$ cat src/rtl/clkdiv_pkg.sv
package clkdiv_pkg;

  // Operating mode decoded from the division ratio.
  typedef enum logic [1:0] {
    MODE_IDLE = 2'd0,   // ratio below 2: output parked low
    MODE_EVEN = 2'd1,   // rising-edge counter only
    MODE_ODD  = 2'd2    // rising and falling counters combined
  } div_mode_e;

endpackage

$ cat src/rtl/clkdiv_ratio_dec.sv
module clkdiv_ratio_dec
  import clkdiv_pkg::*;
#(
  parameter int W = 8
) (
  input  logic [W-1:0] ratio,
  output div_mode_e    mode,
  output logic [W-1:0] last_cnt,
  output logic [W-1:0] half_cnt
);

  localparam logic [W-1:0] MIN_RATIO = W'(2);

  always_comb begin
    if (ratio < MIN_RATIO) begin
      mode = MODE_IDLE;
    end else if (ratio[0]) begin
      mode = MODE_ODD;
    end else begin
      mode = MODE_EVEN;
    end
    // Counter wraps after reaching N-1.
    last_cnt = ratio - 1'b1;
    // High phase covers counts below floor(N/2), for both parities.
    half_cnt = ratio >> 1;
  end

endmodule

$ cat src/rtl/clkdiv_phase_cnt.sv
module clkdiv_phase_cnt #(
  parameter int W         = 8,
  parameter bit FALL_EDGE = 1'b0
) (
  input  logic         clk,
  input  logic         rst,
  input  logic         run,
  input  logic [W-1:0] last_cnt,
  input  logic [W-1:0] half_cnt,
  output logic [W-1:0] cnt_o,
  output logic         phase_o
);

  logic [W-1:0] cnt_q;
  logic [W-1:0] cnt_nxt;
  logic         phase_q;
  logic         phase_nxt;

  always_comb begin
    // Compare with >= so a shrunken ratio cannot strand the count.
    cnt_nxt   = (cnt_q >= last_cnt) ? '0 : cnt_q + 1'b1;
    phase_nxt = (cnt_nxt < half_cnt);
  end

  generate
    if (FALL_EDGE) begin : g_fall
      always_ff @(negedge clk) begin
        if (rst || !run) begin
          cnt_q   <= '0;
          phase_q <= 1'b0;
        end else begin
          cnt_q   <= cnt_nxt;
          phase_q <= phase_nxt;
        end
      end
    end else begin : g_rise
      always_ff @(posedge clk) begin
        if (rst || !run) begin
          cnt_q   <= '0;
          phase_q <= 1'b0;
        end else begin
          cnt_q   <= cnt_nxt;
          phase_q <= phase_nxt;
        end
      end
    end
  endgenerate

  assign cnt_o   = cnt_q;
  assign phase_o = phase_q;

endmodule

$ cat src/rtl/clkdiv_combine.sv
module clkdiv_combine
  import clkdiv_pkg::*;
(
  input  div_mode_e mode,
  input  logic      ph_rise,
  input  logic      ph_fall,
  output logic      clk_out
);

  always_comb begin
    unique case (mode)
      MODE_EVEN: clk_out = ph_rise;
      MODE_ODD:  clk_out = ph_rise | ph_fall;
      default:   clk_out = 1'b0;
    endcase
  end

endmodule

$ cat src/rtl/clkdiv_half_duty.sv
module clkdiv_half_duty
  import clkdiv_pkg::*;
#(
  parameter int W = 8
) (
  input  logic         clk_in,
  input  logic         rst,
  input  logic [W-1:0] ratio,
  output logic         clk_out
);

  div_mode_e    mode;
  logic [W-1:0] last_cnt;
  logic [W-1:0] half_cnt;
  logic [W-1:0] cnt_rise;
  logic [W-1:0] cnt_fall;
  logic         ph_rise;
  logic         ph_fall;
  logic         run_rise;
  logic         run_fall;

  assign run_rise = (mode != MODE_IDLE);
  assign run_fall = (mode == MODE_ODD);

  clkdiv_ratio_dec #(.W(W)) u_dec (
    .ratio    (ratio),
    .mode     (mode),
    .last_cnt (last_cnt),
    .half_cnt (half_cnt)
  );

  clkdiv_phase_cnt #(.W(W), .FALL_EDGE(1'b0)) u_rise (
    .clk      (clk_in),
    .rst      (rst),
    .run      (run_rise),
    .last_cnt (last_cnt),
    .half_cnt (half_cnt),
    .cnt_o    (cnt_rise),
    .phase_o  (ph_rise)
  );

  clkdiv_phase_cnt #(.W(W), .FALL_EDGE(1'b1)) u_fall (
    .clk      (clk_in),
    .rst      (rst),
    .run      (run_fall),
    .last_cnt (last_cnt),
    .half_cnt (half_cnt),
    .cnt_o    (cnt_fall),
    .phase_o  (ph_fall)
  );

  clkdiv_combine u_comb (
    .mode    (mode),
    .ph_rise (ph_rise),
    .ph_fall (ph_fall),
    .clk_out (clk_out)
  );

endmodule

$ cat config.mk
export PLATFORM = sky130hd
export DESIGN_NAME = clkdiv_half_duty
export DESIGN_NICKNAME = d
export VERILOG_FILES = /design/src/rtl/clkdiv_pkg.sv /design/src/rtl/clkdiv_ratio_dec.sv /design/src/rtl/clkdiv_phase_cnt.sv /design/src/rtl/clkdiv_combine.sv /design/src/rtl/clkdiv_half_duty.sv
export SDC_FILE = /design/constraint.sdc
export NUM_CORES = 1
export LEC_CHECK = 0
export ABC_AREA = 0
export BUFFER_PORTS_ARGS = -buffer_cell sky130_fd_sc_hd__buf_4
export CORE_ASPECT_RATIO = 1.1
export CORE_MARGIN = 1.5
export CORE_UTILIZATION = 29
export CTS_CLUSTER_SIZE = 12
export DETAILED_ROUTE_END_ITERATION = 12
export GPL_ROUTABILITY_DRIVEN = 0
export GPL_TIMING_DRIVEN = 0
export MAX_ROUTING_LAYER = met4
export SKIP_CTS_REPAIR_TIMING = 1
export SLEW_MARGIN = 20
export SYNTH_ARGS = -nofsm -noshare
export SYNTH_HDL_FRONTEND = slang
export SYNTH_SLANG_ARGS = --single-unit
$ cat constraint.sdc
create_clock -name clk_in -period 5 [get_ports clk_in]
set_input_delay 0.5 -clock clk_in [delete_from_list [all_inputs] [get_ports clk_in]]
set_output_delay 0.5 -clock clk_in [all_outputs]
set_load 0.01 [all_outputs]
# Word-level counts from Yosys, hierarchy flattened
# Index checks and enable logic that the tools add are counted.
# word_totals
register_bits	18
wordCells	25
# classes
bitwise_logic	1
n_addsub	3
reduce_logical	5
n_eq_ne	2
n_lt_le_gt_ge	5
mux	5
# op_table
operator	count
8-bit by 1-bit adder with 8-bit output (second input constant)	2
8-bit >= comparator	2
8-bit by 7-bit less-than comparator with 1-bit output	2
8-bit 2-to-1 mux	2
8-bit by 2-bit less-than comparator with 1-bit output (second input constant)	1
8-bit by 1-bit subtractor with 8-bit output (second input constant)	1
2-bit 2-to-1 mux	2
2-bit by 1-bit equality test with 1-bit output (second input constant)	1
2-bit equality test (second input constant)	1
1-bit zero test	2
1-bit logical OR	2
1-bit case mux with 2 select lines	1
2-bit nonzero test	1
1-bit OR	1

# Logic depth before layout (Yosys ltp)
# depth
word_depth	5
ltp_mapped	19
ltp_nobuf	18

# By module
# Synthesis repeated with hierarchy kept, for this count alone.
# unflattened
hier_cells	228
area_unflattened_um2	1820.5
# modules_own_cells
mod	instances	area_per_inst_um2	seq_area_each_um2	cells_per_inst
clkdiv_phase_cnt (u_rise)	1	777.0	180.2	92
clkdiv_phase_cnt (u_fall)	1	765.7	180.2	97
clkdiv_ratio_dec	1	219.0	0.0	30
clkdiv_combine	1	46.3	0.0	7
clkdiv_half_duty	1	12.5	0.0	2

==> run summary <==
Status: finished with violations
Violated checks: setup timing
Leak pwr: 0.944 nW
Register area share after synthesis: 0.224
Power Internal: 263 uW
Synth warn: 0
Vias in the first global route: 1429
Final WS setup: -0.853 ns
DRC Markers: 0
Power Density: 173 nW/um^2
Ys async rst share: 0
Kind of critical path: in2reg
Antenna diode count: 0
Final nets: 266
Relative slew slack: 0.599
Max-cap violations: 0
Util after Layout: 0.429
Clock sink count: 18
Critical path data arrival time: 3.60 ns
Max IR drop VDD: 0.000122 V
Post-synth cell types: 42
Cts bufs inserted: 3
Crit path required time: 2.74 ns
Via density: 5.01
Most common cell after layout, fill and taps aside: buf_4
DP HPWL: 3000 um
Mean routed wirelength per cell: 13.4 um
EDFF count, synth: 0
Core area: 5360 um^2
Die W: 73.9 um
Sw power: 134 uW
Crit start category: input pin
Synthesized area per cell: 8.23 um^2
DR pass1 iterations: 4
Syn Inst Count: 195
Power share of the combinational group: 0.262
Fraction of layout cells with a size suffix above 1: 0.317
Area Overhead vs Synth: 43.3%
Max Clock Skew: 0.0208 ns
Reg clk slew, reported paths: 0.08 ns
First-pass GRT wire length: 6330 um
Starting DRT DRC Count: 79
Syn Std Cell Area: 1610 um^2
Worst skew pair latency: 0.34 ns
Starting Density: 0.299
#FFs+latches synth: 18
Clk Tree Root Cell: clkbuf_8
Sequential group share of total power: 0.383
Top FF cell, synth: dfxtp_1
Initial antenna violation count: 0
Final setup viols: 3
Clock share of power: 0.355
Max H-tree Level: 1
Final TNS setup: -1.14 ns
RSZ-0062 raised after global routing: true
FP Rows: 28
Largest net degree at the start of global routing: 11
GRT Total Usage: 0.141
Most frequent cells in the layout: 21 x buf_4, 20 x inv_1, 18 x ha_1, 18 x dfxtp_1, 17 x nor2_1
Endpoints failing hold: 0
Vias: 1529
Area of the die: 5990 um^2
Syn nets: 230
CTS tree: yes
Final WL: 4090 um
Final slew viol count: 0
CP Max Fanout: 7
CTS Buffer Depth: 2
Crit end category: register
Worst Max-Slew Pin Slew: 0.599 ns
Sw Share: 0.338
Hold Crit Class: reg2reg
# port buffers: 10
Gr ovfl total: 0
Post-DRT Antenna Nets: 0
Ports: 11
DIE HEIGHT: 81.0 um
==> critical path, cell delays in order <==
cell and delay, ns:
buf_12 0.11, inv_12 0.05, ha_4 0.18, xnor2_4 0.13, ha_4 0.22, a21o_1 0.16, a31oi_1 0.18, o21ai_2 0.09
maj3_2 0.37, a21oi_4 0.18, o21ai_4 0.11, buf_8 0.16, nor2_4 0.10, ha_4 0.23, buf_4 0.14, a2111oi_4 0.35
o211ai_1 0.14, a211oi_1 0.19
==> Yosys cell counts, types with 3 or more instances <==
master	count	area (um^2)
ha_1	25	313
nor2_1	22	82.6
dfxtp_1	18	360
inv_1	14	52.6
xnor2_1	14	123
nor3_1	12	60.1
nand3_1	11	55.1
a21oi_1	10	50.1
nand2_1	8	30.0
a21o_1	4	30.0
nor3_2	4	40.0
o21ai_0	4	20.0
xor2_1	4	35.0
maj3_2	3	33.8
nand4_1	3	18.8
==> flip-flops by register name (all words and copies together), names as in the netlist <==
register and cells:
u_rise.phase_o 1, u_rise.cnt_o 8, u_fall.phase_o 1, u_fall.cnt_o 8
==> path summary, 6_finish.rpt <==
kind | depth (start not counted) | to | slack (ns) | startpoint
worst max-delay path | 18 | u_fall.phase_o | -0.85 | ratio[0]
worst max register to register | 16 | u_rise.phase_o | 1.36 | u_rise.cnt_o[0]
worst min register to register | 1 | u_rise.cnt_o[0] | 0.50 | u_rise.cnt_o[0]
worst min-delay path | 1 | u_rise.cnt_o[0] | 0.50 | u_rise.cnt_o[0]
==> routing by layer <==
metal,up-vias,track usage,routed length [um]
met2,20,0.240,2140
met3,6,0.0397,117
met5,-,-,0
met4,0,0.0370,42
li1,781,-,-
met1,722,0.161,1790
==> through the flow <==
stage	worst slack, ns	instance area [um^2]	total power, mW	cells	hold slack, ns
2_1_floorplan	-0.927	1680	0.222	195	0.458
5_1_grt	-0.986	2300	0.427	305	0.520
3_3_place_gp	-1.45	1850	0.247	280	0.480
4_1_cts	-1.10	1920	0.382	292	0.495
3_5_place_dp	-1.42	1850	0.248	280	0.480
6_report	-0.853	2300	0.397	305	0.499
==> power by group through the flow <==
stage / Clock (mW) / Combinational, mW / Sequential, mW
after floorplan: 0.0123 / 0.0560 / 0.154
after global placement: 0.0123 / 0.0799 / 0.155
after detailed placement: 0.0123 / 0.0812 / 0.155
after global routing: 0.159 / 0.116 / 0.153
final: 0.141 / 0.104 / 0.152
after CTS: 0.148 / 0.0819 / 0.152
==> layout make-up <==
cell class	count	area [um^2]
Multi-Input combinational cell	159	1460
Tap cell	75	93.8
Clock inverter	10	37.5
Fill cell	504	3060
Clock buffer	3	41.3
Sequential cell	18	360
Timing Repair Buffer	23	198
Buffer	4	33.8
Inverter	13	73.8
==> cells by family (layout without fill, tap and decap cells) <==
| family | count (synthesis) | in the layout | synth area share |
|---|---|---|---|
| simple gates | 75 | 75 | 0.246 |
| compound gates | 37 | 37 | 0.158 |
| fa+ha+maj | 29 | 29 | 0.222 |
| xor+xnor | 18 | 18 | 0.0982 |
| flops | 18 | 18 | 0.224 |
| buf+inv | 18 | 53 | 0.0514 |
Note: power is estimated with default switching activity, not from simulation.
